**src/rtl/stk_exec_pkg.sv**
```systemverilog
`timescale 1ns/1ps
package stk_exec_pkg;

    localparam logic [7:0] OPC_NOP    = 8'd0;
    localparam logic [7:0] OPC_LIT8   = 8'd1;
    localparam logic [7:0] OPC_LIT16  = 8'd2;
    localparam logic [7:0] OPC_ADD    = 8'd3;
    localparam logic [7:0] OPC_SUB    = 8'd4;
    localparam logic [7:0] OPC_CMP    = 8'd5;
    localparam logic [7:0] OPC_ROL    = 8'd6;
    localparam logic [7:0] OPC_ROR    = 8'd7;
    localparam logic [7:0] OPC_DUP    = 8'd8;
    localparam logic [7:0] OPC_SWAP   = 8'd9;
    localparam logic [7:0] OPC_DROP   = 8'd10;
    localparam logic [7:0] OPC_ROT    = 8'd11;
    localparam logic [7:0] OPC_NROT   = 8'd12;
    localparam logic [7:0] OPC_TO_R   = 8'd13;
    localparam logic [7:0] OPC_R_FROM = 8'd14;
    localparam logic [7:0] OPC_R_COPY = 8'd15;
    localparam logic [7:0] OPC_IF     = 8'd23;
    localparam logic [7:0] OPC_IFN    = 8'd24;
    localparam logic [7:0] OPC_BCC    = 8'd25;
    localparam logic [7:0] OPC_BCS    = 8'd26;
    localparam logic [7:0] OPC_BZ     = 8'd27;
    localparam logic [7:0] OPC_BNZ    = 8'd28;
    localparam logic [7:0] OPC_AND    = 8'd33;
    localparam logic [7:0] OPC_OR     = 8'd34;
    localparam logic [7:0] OPC_XOR    = 8'd35;
    localparam logic [7:0] OPC_BR     = 8'd36;
    localparam logic [7:0] OPC_UGET   = 8'd39;
    localparam logic [7:0] OPC_UPUT   = 8'd40;
    localparam logic [7:0] OPC_UADD   = 8'd41;
    localparam logic [7:0] OPC_UINC   = 8'd42;
    localparam logic [7:0] OPC_UDEC   = 8'd43;
    localparam logic [7:0] OPC_BRK    = 8'd44;

    localparam int ST_C = 0;
    localparam int ST_Z = 1;

    typedef enum logic [2:0] {
        ALU_ADD, ALU_SUB, ALU_AND, ALU_OR, ALU_XOR, ALU_ROL, ALU_ROR
    } alu_op_e;

    typedef enum logic [2:0] {
        UV_NONE, UV_WRITE, UV_ACCUM, UV_INC, UV_DEC
    } uv_op_e;

    typedef enum logic [2:0] {
        CND_TOS_Z, CND_TOS_NZ, CND_C_CLR, CND_C_SET, CND_Z_SET, CND_Z_CLR, CND_ALWAYS
    } cond_e;

    typedef enum logic [3:0] {
        WIN_HOLD, WIN_PUSH, WIN_POP1, WIN_POP2, WIN_BINARY,
        WIN_UNARY, WIN_UFETCH, WIN_SWAP, WIN_ROT, WIN_NROT
    } win_e;

    typedef enum logic [1:0] {
        PSH_LIT8, PSH_LIT16, PSH_TOS, PSH_RTOP
    } psrc_e;

    typedef struct packed {
        logic       legal;
        logic       brk;
        win_e       win;
        psrc_e      psrc;
        logic       alu_en;
        alu_op_e    alu_op;
        logic       rs_push;
        logic       rs_pop;
        uv_op_e     uv_op;
        logic       branch;
        cond_e      cond;
        logic       push;
        logic [1:0] pop_cnt;
    } dec_t;

endpackage

```
**src/rtl/stk_exec_decode.sv**
```systemverilog
`timescale 1ns/1ps
module stk_exec_decode
    import stk_exec_pkg::*;
(
    input  logic [7:0] op_code,
    output dec_t       dec
);

    dec_t d;

    always_comb begin
        d        = '0;
        d.win    = WIN_HOLD;
        d.psrc   = PSH_LIT8;
        d.alu_op = ALU_ADD;
        d.uv_op  = UV_NONE;
        d.cond   = CND_ALWAYS;
        d.legal  = 1'b1;
        case (op_code)
            OPC_NOP, OPC_CMP: ;
            OPC_BRK:    d.brk = 1'b1;
            OPC_LIT8:   begin d.win = WIN_PUSH; d.psrc = PSH_LIT8;  end
            OPC_LIT16:  begin d.win = WIN_PUSH; d.psrc = PSH_LIT16; end
            OPC_ADD:    begin d.win = WIN_BINARY; d.alu_en = 1'b1; d.alu_op = ALU_ADD; end
            OPC_SUB:    begin d.win = WIN_BINARY; d.alu_en = 1'b1; d.alu_op = ALU_SUB; end
            OPC_AND:    begin d.win = WIN_BINARY; d.alu_en = 1'b1; d.alu_op = ALU_AND; end
            OPC_OR:     begin d.win = WIN_BINARY; d.alu_en = 1'b1; d.alu_op = ALU_OR;  end
            OPC_XOR:    begin d.win = WIN_BINARY; d.alu_en = 1'b1; d.alu_op = ALU_XOR; end
            OPC_ROL:    begin d.win = WIN_UNARY;  d.alu_en = 1'b1; d.alu_op = ALU_ROL; end
            OPC_ROR:    begin d.win = WIN_UNARY;  d.alu_en = 1'b1; d.alu_op = ALU_ROR; end
            OPC_DUP:    begin d.win = WIN_PUSH; d.psrc = PSH_TOS; end
            OPC_SWAP:   d.win = WIN_SWAP;
            OPC_DROP:   d.win = WIN_POP1;
            OPC_ROT:    d.win = WIN_ROT;
            OPC_NROT:   d.win = WIN_NROT;
            OPC_TO_R:   begin d.win = WIN_POP1; d.rs_push = 1'b1; end
            OPC_R_FROM: begin d.win = WIN_PUSH; d.psrc = PSH_RTOP; d.rs_pop = 1'b1; end
            OPC_R_COPY: begin d.win = WIN_PUSH; d.psrc = PSH_RTOP; end
            OPC_IF:     begin d.branch = 1'b1; d.cond = CND_TOS_Z;  end
            OPC_IFN:    begin d.branch = 1'b1; d.cond = CND_TOS_NZ; end
            OPC_BCC:    begin d.branch = 1'b1; d.cond = CND_C_CLR;  end
            OPC_BCS:    begin d.branch = 1'b1; d.cond = CND_C_SET;  end
            OPC_BZ:     begin d.branch = 1'b1; d.cond = CND_Z_SET;  end
            OPC_BNZ:    begin d.branch = 1'b1; d.cond = CND_Z_CLR;  end
            OPC_BR:     begin d.branch = 1'b1; d.cond = CND_ALWAYS; end
            OPC_UGET:   d.win = WIN_UFETCH;
            OPC_UPUT:   begin d.win = WIN_POP2; d.uv_op = UV_WRITE; end
            OPC_UADD:   begin d.win = WIN_POP2; d.uv_op = UV_ACCUM; end
            OPC_UINC:   begin d.win = WIN_POP1; d.uv_op = UV_INC;   end
            OPC_UDEC:   begin d.win = WIN_POP1; d.uv_op = UV_DEC;   end
            default:    d.legal = 1'b0;
        endcase
        d.push    = (d.win == WIN_PUSH);
        d.pop_cnt = (d.win == WIN_POP2) ? 2'd2 :
                    ((d.win == WIN_POP1) || (d.win == WIN_BINARY)) ? 2'd1 : 2'd0;
    end

    assign dec = d;

    always_comb begin
        AST_ONE_STACK_DIR: assert (!(dec.push && (dec.pop_cnt != 2'd0)));
    end

endmodule

```
**src/rtl/stk_exec_alu.sv**
```systemverilog
`timescale 1ns/1ps
module stk_exec_alu
    import stk_exec_pkg::*;
#(
    parameter int DW = 16
) (
    input  alu_op_e          op,
    input  logic [DW-1:0]    a,
    input  logic [DW-1:0]    b,
    output logic [DW-1:0]    res,
    output logic             cout
);

    logic [DW-1:0] neg_a;

    assign neg_a = ~a + DW'(1);

    always_comb begin
        res  = '0;
        cout = 1'b0;
        case (op)
            ALU_ADD: res = b + a;
            ALU_SUB: res = b + neg_a;
            ALU_AND: res = b & a;
            ALU_OR:  res = b | a;
            ALU_XOR: res = b ^ a;
            ALU_ROL: {cout, res} = {a, 1'b0};
            ALU_ROR: {res, cout} = {1'b0, a};
            default: res = '0;
        endcase
    end

endmodule

```
**src/rtl/stk_exec_cond.sv**
```systemverilog
`timescale 1ns/1ps
module stk_exec_cond
    import stk_exec_pkg::*;
#(
    parameter int DW = 16
) (
    input  cond_e         cond,
    input  logic [DW-1:0] tos,
    input  logic [1:0]    status,
    output logic          taken
);

    logic tos_zero;

    assign tos_zero = (tos == '0);

    always_comb begin
        case (cond)
            CND_TOS_Z:  taken = tos_zero;
            CND_TOS_NZ: taken = !tos_zero;
            CND_C_CLR:  taken = !status[ST_C];
            CND_C_SET:  taken = status[ST_C];
            CND_Z_SET:  taken = status[ST_Z];
            CND_Z_CLR:  taken = !status[ST_Z];
            CND_ALWAYS: taken = 1'b1;
            default:    taken = 1'b0;
        endcase
    end

endmodule

```
**src/rtl/stk_exec_uvar.sv**
```systemverilog
`timescale 1ns/1ps
module stk_exec_uvar
    import stk_exec_pkg::*;
#(
    parameter int DW   = 16,
    parameter int UV_N = 32,
    localparam int AW  = $clog2(UV_N)
) (
    input  logic          clk,
    input  logic          rst_n,
    input  logic [AW-1:0] idx,
    input  uv_op_e        op,
    input  logic [DW-1:0] wdata,
    output logic [DW-1:0] rdata
);

    logic [UV_N-1:0][DW-1:0] file_d, file_q;

    assign rdata = file_q[idx];

    always_comb begin
        file_d = file_q;
        case (op)
            UV_WRITE: file_d[idx] = wdata;
            UV_ACCUM: file_d[idx] = file_q[idx] + wdata;
            UV_INC:   file_d[idx] = file_q[idx] + DW'(1);
            UV_DEC:   file_d[idx] = file_q[idx] - DW'(1);
            default:  ;
        endcase
    end

    always_ff @(posedge clk or negedge rst_n) begin
        if (!rst_n) file_q <= '0;
        else        file_q <= file_d;
    end

    AST_UINC_WRAP: assert property (@(posedge clk) disable iff (!rst_n)
        (op == UV_INC) |=> (file_q[$past(idx)] == DW'($past(file_q[idx]) + DW'(1))));

    AST_UDEC_WRAP: assert property (@(posedge clk) disable iff (!rst_n)
        (op == UV_DEC) |=> (DW'(file_q[$past(idx)] + DW'(1)) == $past(file_q[idx])));

endmodule

```
**src/rtl/stk_exec_unit.sv**
```systemverilog
`timescale 1ns/1ps
module stk_exec_unit
    import stk_exec_pkg::*;
#(
    parameter int DW   = 16,
    parameter int UV_N = 32
) (
    input  logic          clk,
    input  logic          rst_n,
    input  logic          op_valid,
    input  logic [7:0]    op_code,
    input  logic [DW-1:0] op_lit,
    input  logic [DW-1:0] ds_fill0,
    input  logic [DW-1:0] ds_fill1,
    input  logic [DW-1:0] rs_fill,
    output logic [DW-1:0] tos,
    output logic [DW-1:0] nos,
    output logic [DW-1:0] thd,
    output logic [DW-1:0] rtop,
    output logic [1:0]    status,
    output logic          ds_push,
    output logic [DW-1:0] ds_spill,
    output logic [1:0]    ds_pop,
    output logic          rs_push,
    output logic [DW-1:0] rs_spill,
    output logic          rs_pop,
    output logic          br_taken,
    output logic          illegal,
    output logic          brk_hit
);

    localparam int UV_AW  = $clog2(UV_N);
    localparam int BYTE_W = 8;

    typedef struct packed {
        logic [DW-1:0] tos;
        logic [DW-1:0] nos;
        logic [DW-1:0] thd;
        logic [DW-1:0] rtop;
        logic [1:0]    status;
        logic          br;
        logic          ill;
        logic          brk;
    } st_t;

    st_t           s_d, s_q;
    dec_t          dec;
    logic [DW-1:0] alu_res;
    logic          alu_cout;
    logic          cond_hit;
    logic [DW-1:0] uv_rdata;
    logic [DW-1:0] push_val;
    uv_op_e        uv_op;

    stk_exec_decode u_decode (
        .op_code (op_code),
        .dec     (dec)
    );

    stk_exec_alu #(.DW(DW)) u_alu (
        .op   (dec.alu_op),
        .a    (s_q.tos),
        .b    (s_q.nos),
        .res  (alu_res),
        .cout (alu_cout)
    );

    stk_exec_cond #(.DW(DW)) u_cond (
        .cond   (dec.cond),
        .tos    (s_q.tos),
        .status (s_q.status),
        .taken  (cond_hit)
    );

    assign uv_op = op_valid ? dec.uv_op : UV_NONE;

    stk_exec_uvar #(.DW(DW), .UV_N(UV_N)) u_uvar (
        .clk   (clk),
        .rst_n (rst_n),
        .idx   (s_q.tos[UV_AW-1:0]),
        .op    (uv_op),
        .wdata (s_q.nos),
        .rdata (uv_rdata)
    );

    always_comb begin
        case (dec.psrc)
            PSH_LIT8:  push_val = DW'(op_lit[BYTE_W-1:0]);
            PSH_LIT16: push_val = op_lit;
            PSH_TOS:   push_val = s_q.tos;
            default:   push_val = s_q.rtop;
        endcase
    end

    always_comb begin
        s_d     = s_q;
        s_d.br  = 1'b0;
        s_d.ill = 1'b0;
        s_d.brk = 1'b0;
        if (op_valid) begin
            case (dec.win)
                WIN_PUSH: begin
                    s_d.thd = s_q.nos;
                    s_d.nos = s_q.tos;
                    s_d.tos = push_val;
                end
                WIN_POP1: begin
                    s_d.tos = s_q.nos;
                    s_d.nos = s_q.thd;
                    s_d.thd = ds_fill0;
                end
                WIN_POP2: begin
                    s_d.tos = s_q.thd;
                    s_d.nos = ds_fill0;
                    s_d.thd = ds_fill1;
                end
                WIN_BINARY: begin
                    s_d.tos = alu_res;
                    s_d.nos = s_q.thd;
                    s_d.thd = ds_fill0;
                end
                WIN_UNARY:  s_d.tos = alu_res;
                WIN_UFETCH: s_d.tos = uv_rdata;
                WIN_SWAP: begin
                    s_d.tos = s_q.nos;
                    s_d.nos = s_q.tos;
                end
                WIN_ROT: begin
                    s_d.tos = s_q.thd;
                    s_d.nos = s_q.tos;
                    s_d.thd = s_q.nos;
                end
                WIN_NROT: begin
                    s_d.tos = s_q.nos;
                    s_d.nos = s_q.thd;
                    s_d.thd = s_q.tos;
                end
                default: ;
            endcase
            if (dec.alu_en) begin
                s_d.status[ST_Z] = (alu_res == '0);
                if ((dec.alu_op == ALU_ROL) || (dec.alu_op == ALU_ROR))
                    s_d.status[ST_C] = alu_cout;
            end
            if (dec.rs_push) s_d.rtop = s_q.tos;
            if (dec.rs_pop)  s_d.rtop = rs_fill;
            s_d.br  = dec.branch && cond_hit;
            s_d.ill = !dec.legal;
            s_d.brk = dec.brk;
        end
    end

    always_ff @(posedge clk or negedge rst_n) begin
        if (!rst_n) s_q <= '0;
        else        s_q <= s_d;
    end

    assign tos      = s_q.tos;
    assign nos      = s_q.nos;
    assign thd      = s_q.thd;
    assign rtop     = s_q.rtop;
    assign status   = s_q.status;
    assign br_taken = s_q.br;
    assign illegal  = s_q.ill;
    assign brk_hit  = s_q.brk;
    assign ds_push  = op_valid && dec.push;
    assign ds_spill = s_q.thd;
    assign ds_pop   = op_valid ? dec.pop_cnt : 2'd0;
    assign rs_push  = op_valid && dec.rs_push;
    assign rs_spill = s_q.rtop;
    assign rs_pop   = op_valid && dec.rs_pop;

    AST_ILLEGAL_FREEZE: assert property (@(posedge clk) disable iff (!rst_n)
        (op_valid && !dec.legal) |=> ($stable(tos) && $stable(nos) && $stable(thd)
                                      && $stable(rtop) && $stable(status) && illegal));

    AST_ROL_CARRY: assert property (@(posedge clk) disable iff (!rst_n)
        (op_valid && (op_code == OPC_ROL)) |=>
            ((status[ST_C] == $past(tos[DW-1])) && (tos == DW'($past(tos) << 1))));

    AST_SWAP_EXCHANGE: assert property (@(posedge clk) disable iff (!rst_n)
        (op_valid && (op_code == OPC_SWAP)) |=>
            ((tos == $past(nos)) && (nos == $past(tos)) && $stable(thd)));

    AST_IDLE_HOLD: assert property (@(posedge clk) disable iff (!rst_n)
        !op_valid |=> ($stable(tos) && $stable(nos) && $stable(thd)
                       && $stable(rtop) && $stable(status)));

    AST_BR_SOURCE: assert property (@(posedge clk) disable iff (!rst_n)
        br_taken |-> $past(op_valid));

endmodule

```
**config.mk**
```make
export PLATFORM = sky130hd
export DESIGN_NAME = stk_exec_unit
export DESIGN_NICKNAME = d
export VERILOG_FILES = /design/src/rtl/stk_exec_pkg.sv /design/src/rtl/stk_exec_decode.sv /design/src/rtl/stk_exec_alu.sv /design/src/rtl/stk_exec_cond.sv /design/src/rtl/stk_exec_uvar.sv /design/src/rtl/stk_exec_unit.sv
export SDC_FILE = /design/constraint.sdc
export NUM_CORES = 2
export LEC_CHECK = 0
export BUFFER_PORTS_ARGS = -buffer_cell sky130_fd_sc_hd__buf_4
export CAP_MARGIN = 20
export CORE_MARGIN = 3
export CORE_UTILIZATION = 35
export DETAILED_ROUTE_END_ITERATION = 6
export GPL_ROUTABILITY_DRIVEN = 0
export HOLD_SLACK_MARGIN = 0.03
export PLACE_DENSITY = 0.5
export REMOVE_ABC_BUFFERS = 1
export SLEW_MARGIN = 20
export SYNTH_ARGS = -nofsm -noshare
export SYNTH_HDL_FRONTEND = slang
export SYNTH_SLANG_ARGS = --single-unit
```
**constraint.sdc**
```tcl
create_clock -name clk -period 5.2 [get_ports clk]
set_input_delay 0.26 -clock clk [delete_from_list [all_inputs] [get_ports clk]]
set_output_delay 0.26 -clock clk [all_outputs]
set_load 0.01 [all_outputs]
```
==> metrics.txt <==
status completed; Setup CP Type reg2reg; Crit Path Max Fanout 27; Seq cells post-synth 581; mean number of vias per cell approximately 6; Max VDD drop between 0.2 and 0.25 mV; Synth async-reset ratio 1.00; crit path time final ~5100 ps; min-delay src op_lit[7]; CTS Buf Count 70; Yosys cell types just over 100; Sum Neg Setup Slack 0 ps; Chip Height roughly 310 µm; IO Pins 181; Hold WC Path Type in2reg; first-pass GRT wire length 208000 µm; die area 97700 µm²; initial core utilization 0.356; Inserted Diodes 0; DR DRC count 0; antenna violations before repair 0; WHS Path Cells 5; H-tree depth 3; Max-Slew Margin vs Limit 0.199; DR WL/cell about 28 µm; fraction of layout cells with a size suffix above 1 0.156; Post-Syn Area per Cell ~9.1 µm²; Final Core Density 0.421; Detailed Route WL about 140000 µm; FF-to-FF End status[1]; Buffers on Ports 180; die width around 310 µm; Post-Place Cells a little under 5k; max_cap viols 0; grt ovf 0; Final Hold Viols 0; EDFF count, synth 0; CTS tree built; number of global-route vias before repair ~29k; largest net degree at the start of global routing between 100 and 150; Synth Flop Type dfrtp_1; DRT Pass-1 Iters 5; Final Max Slew Viols 0; # setup viols final 0; Layout Cells excl Fill roughly 5k; Clock Pin Slew Worst Setup and Hold Paths around 70 ps; PD cells around 360 nW/µm²; dpl hpwl just over 100000 µm; LEAKAGE ~17 nW; Worst EP required 5760 ps; CTS root buf clkbuf_16; Site Rows about 110; Tcrit/Tclk final 0.976; CP Capture Type flop; Final #Nets just under 4k; RSZ-0062 raised after global routing no; Arr. time, crit path approximately 5600 ps; GRT Total Usage 0.282; Clock Latency Late Sink approximately 650 ps; synthesized area 32900 µm²; post-route ant nets 0; DR iter-0 viols roughly 3.6k; Cells after Synth 3600; Max Root-Sink Buffers 3; slew of the pin with the lowest slew margin 1200 ps; Ys Warns 0; Layout area overhead 18.4%; worst r2r path cells 13; Clock Skew 30.9 ps; core box area roughly 92000 µm²; fmax around 0.20 GHz; # clock sinks a little under 600; Reg-to-Reg Start tos[1]; DR vias approximately 30k; R2R Setup Slk approximately 120 ps; Worst Hold End tos[7]; Critical Path Start Type flop; Seq/Total Area, Yosys 0.442
[worst max-delay path, cell delays in order (launching register included)]
cell	delay (ps)
dfrtp_2	560
buf_4	550
inv_1	320
ha_1	440
o21bai_1	130
a2111oi_0	850
o21ai_0	380
a21oi_1	280
o221ai_1	140
a21oi_1	330
nand4_1	140
nor4_1	390
nand4_1	250
o21ai_0	200
[metrics by stage]
stage          setup slack (ps)  power (mW)  hold WS [ps]  area [µm²]
5_1_grt                    1.31        14.7          93.7       38900
4_1_cts                    94.2        14.1          68.3       38900
3_5_place_dp                117        8.99           372       36000
2_1_floorplan             -6740        7.48         -35.6       31400
3_3_place_gp                153        9.00           377       36000
6_report                    124        14.2          93.0       38900
[how the worst max path moves through the flow]
stage / start / end / slack (ps)
final: tos[1] / status[1] / 120
after global routing: tos[1] / status[1] / 1
after CTS: tos[0] / flop / 90
after detailed placement: tos[0] / flop / 120
after global placement: tos[0] / flop / 150
after floorplan: tos[0] / flop / -6740
[layer usage]
metal	track usage	up-vias	routed length (µm)
met5	0	-	0
met4	0.0845	0	4550
met3	0.0538	228	11100
met2	0.436	1317	63200
met1	0.402	15200	62400
li1	-	13600	-
[synth_stat cells, types with 35 or more instances]
master	instances	share of area
clkbuf_1	186	0.021
buf_2	35	0.0053
a22oi_1	54	0.012
a21oi_1	158	0.024
a31oi_1	40	0.0076
inv_1	57	0.0065
mux2i_1	238	0.072
ha_1	64	0.024
o21ai_0	430	0.065
buf_4	45	0.010
o21ai_1	92	0.014
a221oi_1	49	0.013
dfrtp_1	581	0.44
o22ai_1	134	0.025
nor3_1	41	0.0062
a22o_1	51	0.014
nor2_1	268	0.031
nand2_1	574	0.065
[power by group]
group	leakage [nW]	internal, mW	total, mW	switching, mW
logic	8.05	1.47	3.96	2.49
clock network	1.16	3.00	5.10	2.10
registers	8.00	4.72	5.11	0.387
[area by class of cell]
type	instances	area (µm²)
tap	1243	1560
timing repair buffer	425	3490
sequential	581	14500
multi-input combinational	2663	16800
clock inverter	28	393
clock buffer	96	1950
inverter	59	221
fill	9285	53600
[layout by cell type, fill, tap and decap left out, types with 10 or more instances in the layout]
| master | synthesis | final |
|---|---|---|
| a21o_1 | 19 | 19 |
| nand2b_1 | 15 | 15 |
| mux2_2 | 17 | 17 |
| and3_1 | 10 | 10 |
| a211oi_1 | 15 | 13 |
| a221o_1 | 11 | 10 |
| nand4_1 | 14 | 14 |
| nand2_1 | 574 | 571 |
| o22a_1 | 24 | 24 |
| clkbuf_1 | 186 | 16 |
| nor4_1 | 34 | 33 |
| dfrtp_1 | 581 | 578 |
| ha_1 | 64 | 64 |
| o22ai_1 | 134 | 134 |
| nand3_1 | 33 | 33 |
| xnor2_1 | 14 | 14 |
| nor3_1 | 41 | 35 |
| dlygate4sd3_1 | 0 | 51 |
| a22oi_1 | 54 | 54 |
| a21oi_1 | 158 | 158 |
| clkinv_2 | 0 | 13 |
| mux4_2 | 24 | 24 |
| inv_1 | 57 | 57 |
| buf_12 | 0 | 13 |
| a22o_1 | 51 | 51 |
| a222oi_1 | 27 | 27 |
| a21boi_0 | 19 | 19 |
| o21ai_0 | 430 | 430 |
| mux2i_1 | 238 | 237 |
| clkbuf_8 | 0 | 10 |
| a221oi_1 | 49 | 48 |
| o21ai_1 | 92 | 92 |
| clkbuf_16 | 0 | 70 |
| a31oi_1 | 40 | 39 |
| nor2_1 | 268 | 265 |
| buf_4 | 45 | 360 |
[logic make-up (layout without fill, tap and decap cells)]
| family | after synthesis | in the layout | synth area share |
|---|---|---|---|
| AO/OA/AOI/OAI | 1227 | 1227 | 0.235 |
| XOR/XNOR | 20 | 20 | 0.00532 |
| adder cells (fa/ha/maj) | 67 | 67 | 0.0262 |
| buffers and inverters | 356 | 608 | 0.0522 |
| flip-flops | 581 | 581 | 0.442 |
| multiplexers | 279 | 279 | 0.0947 |
| AND/OR/NAND/NOR | 1070 | 1070 | 0.144 |
[timing repair]
| action | 4_1_cts | 5_1_grt |
|---|---|---|
| endpoints found under the setup margin | 0 | 40 |
| buffers inserted | 0 | 6 |
| hold buffers | 51 | 0 |
| resized for setup | 0 | 2 |
| hold endpoints to repair | 139 | 0 |
No activity file was read; power rests on OpenSTA's default activity.
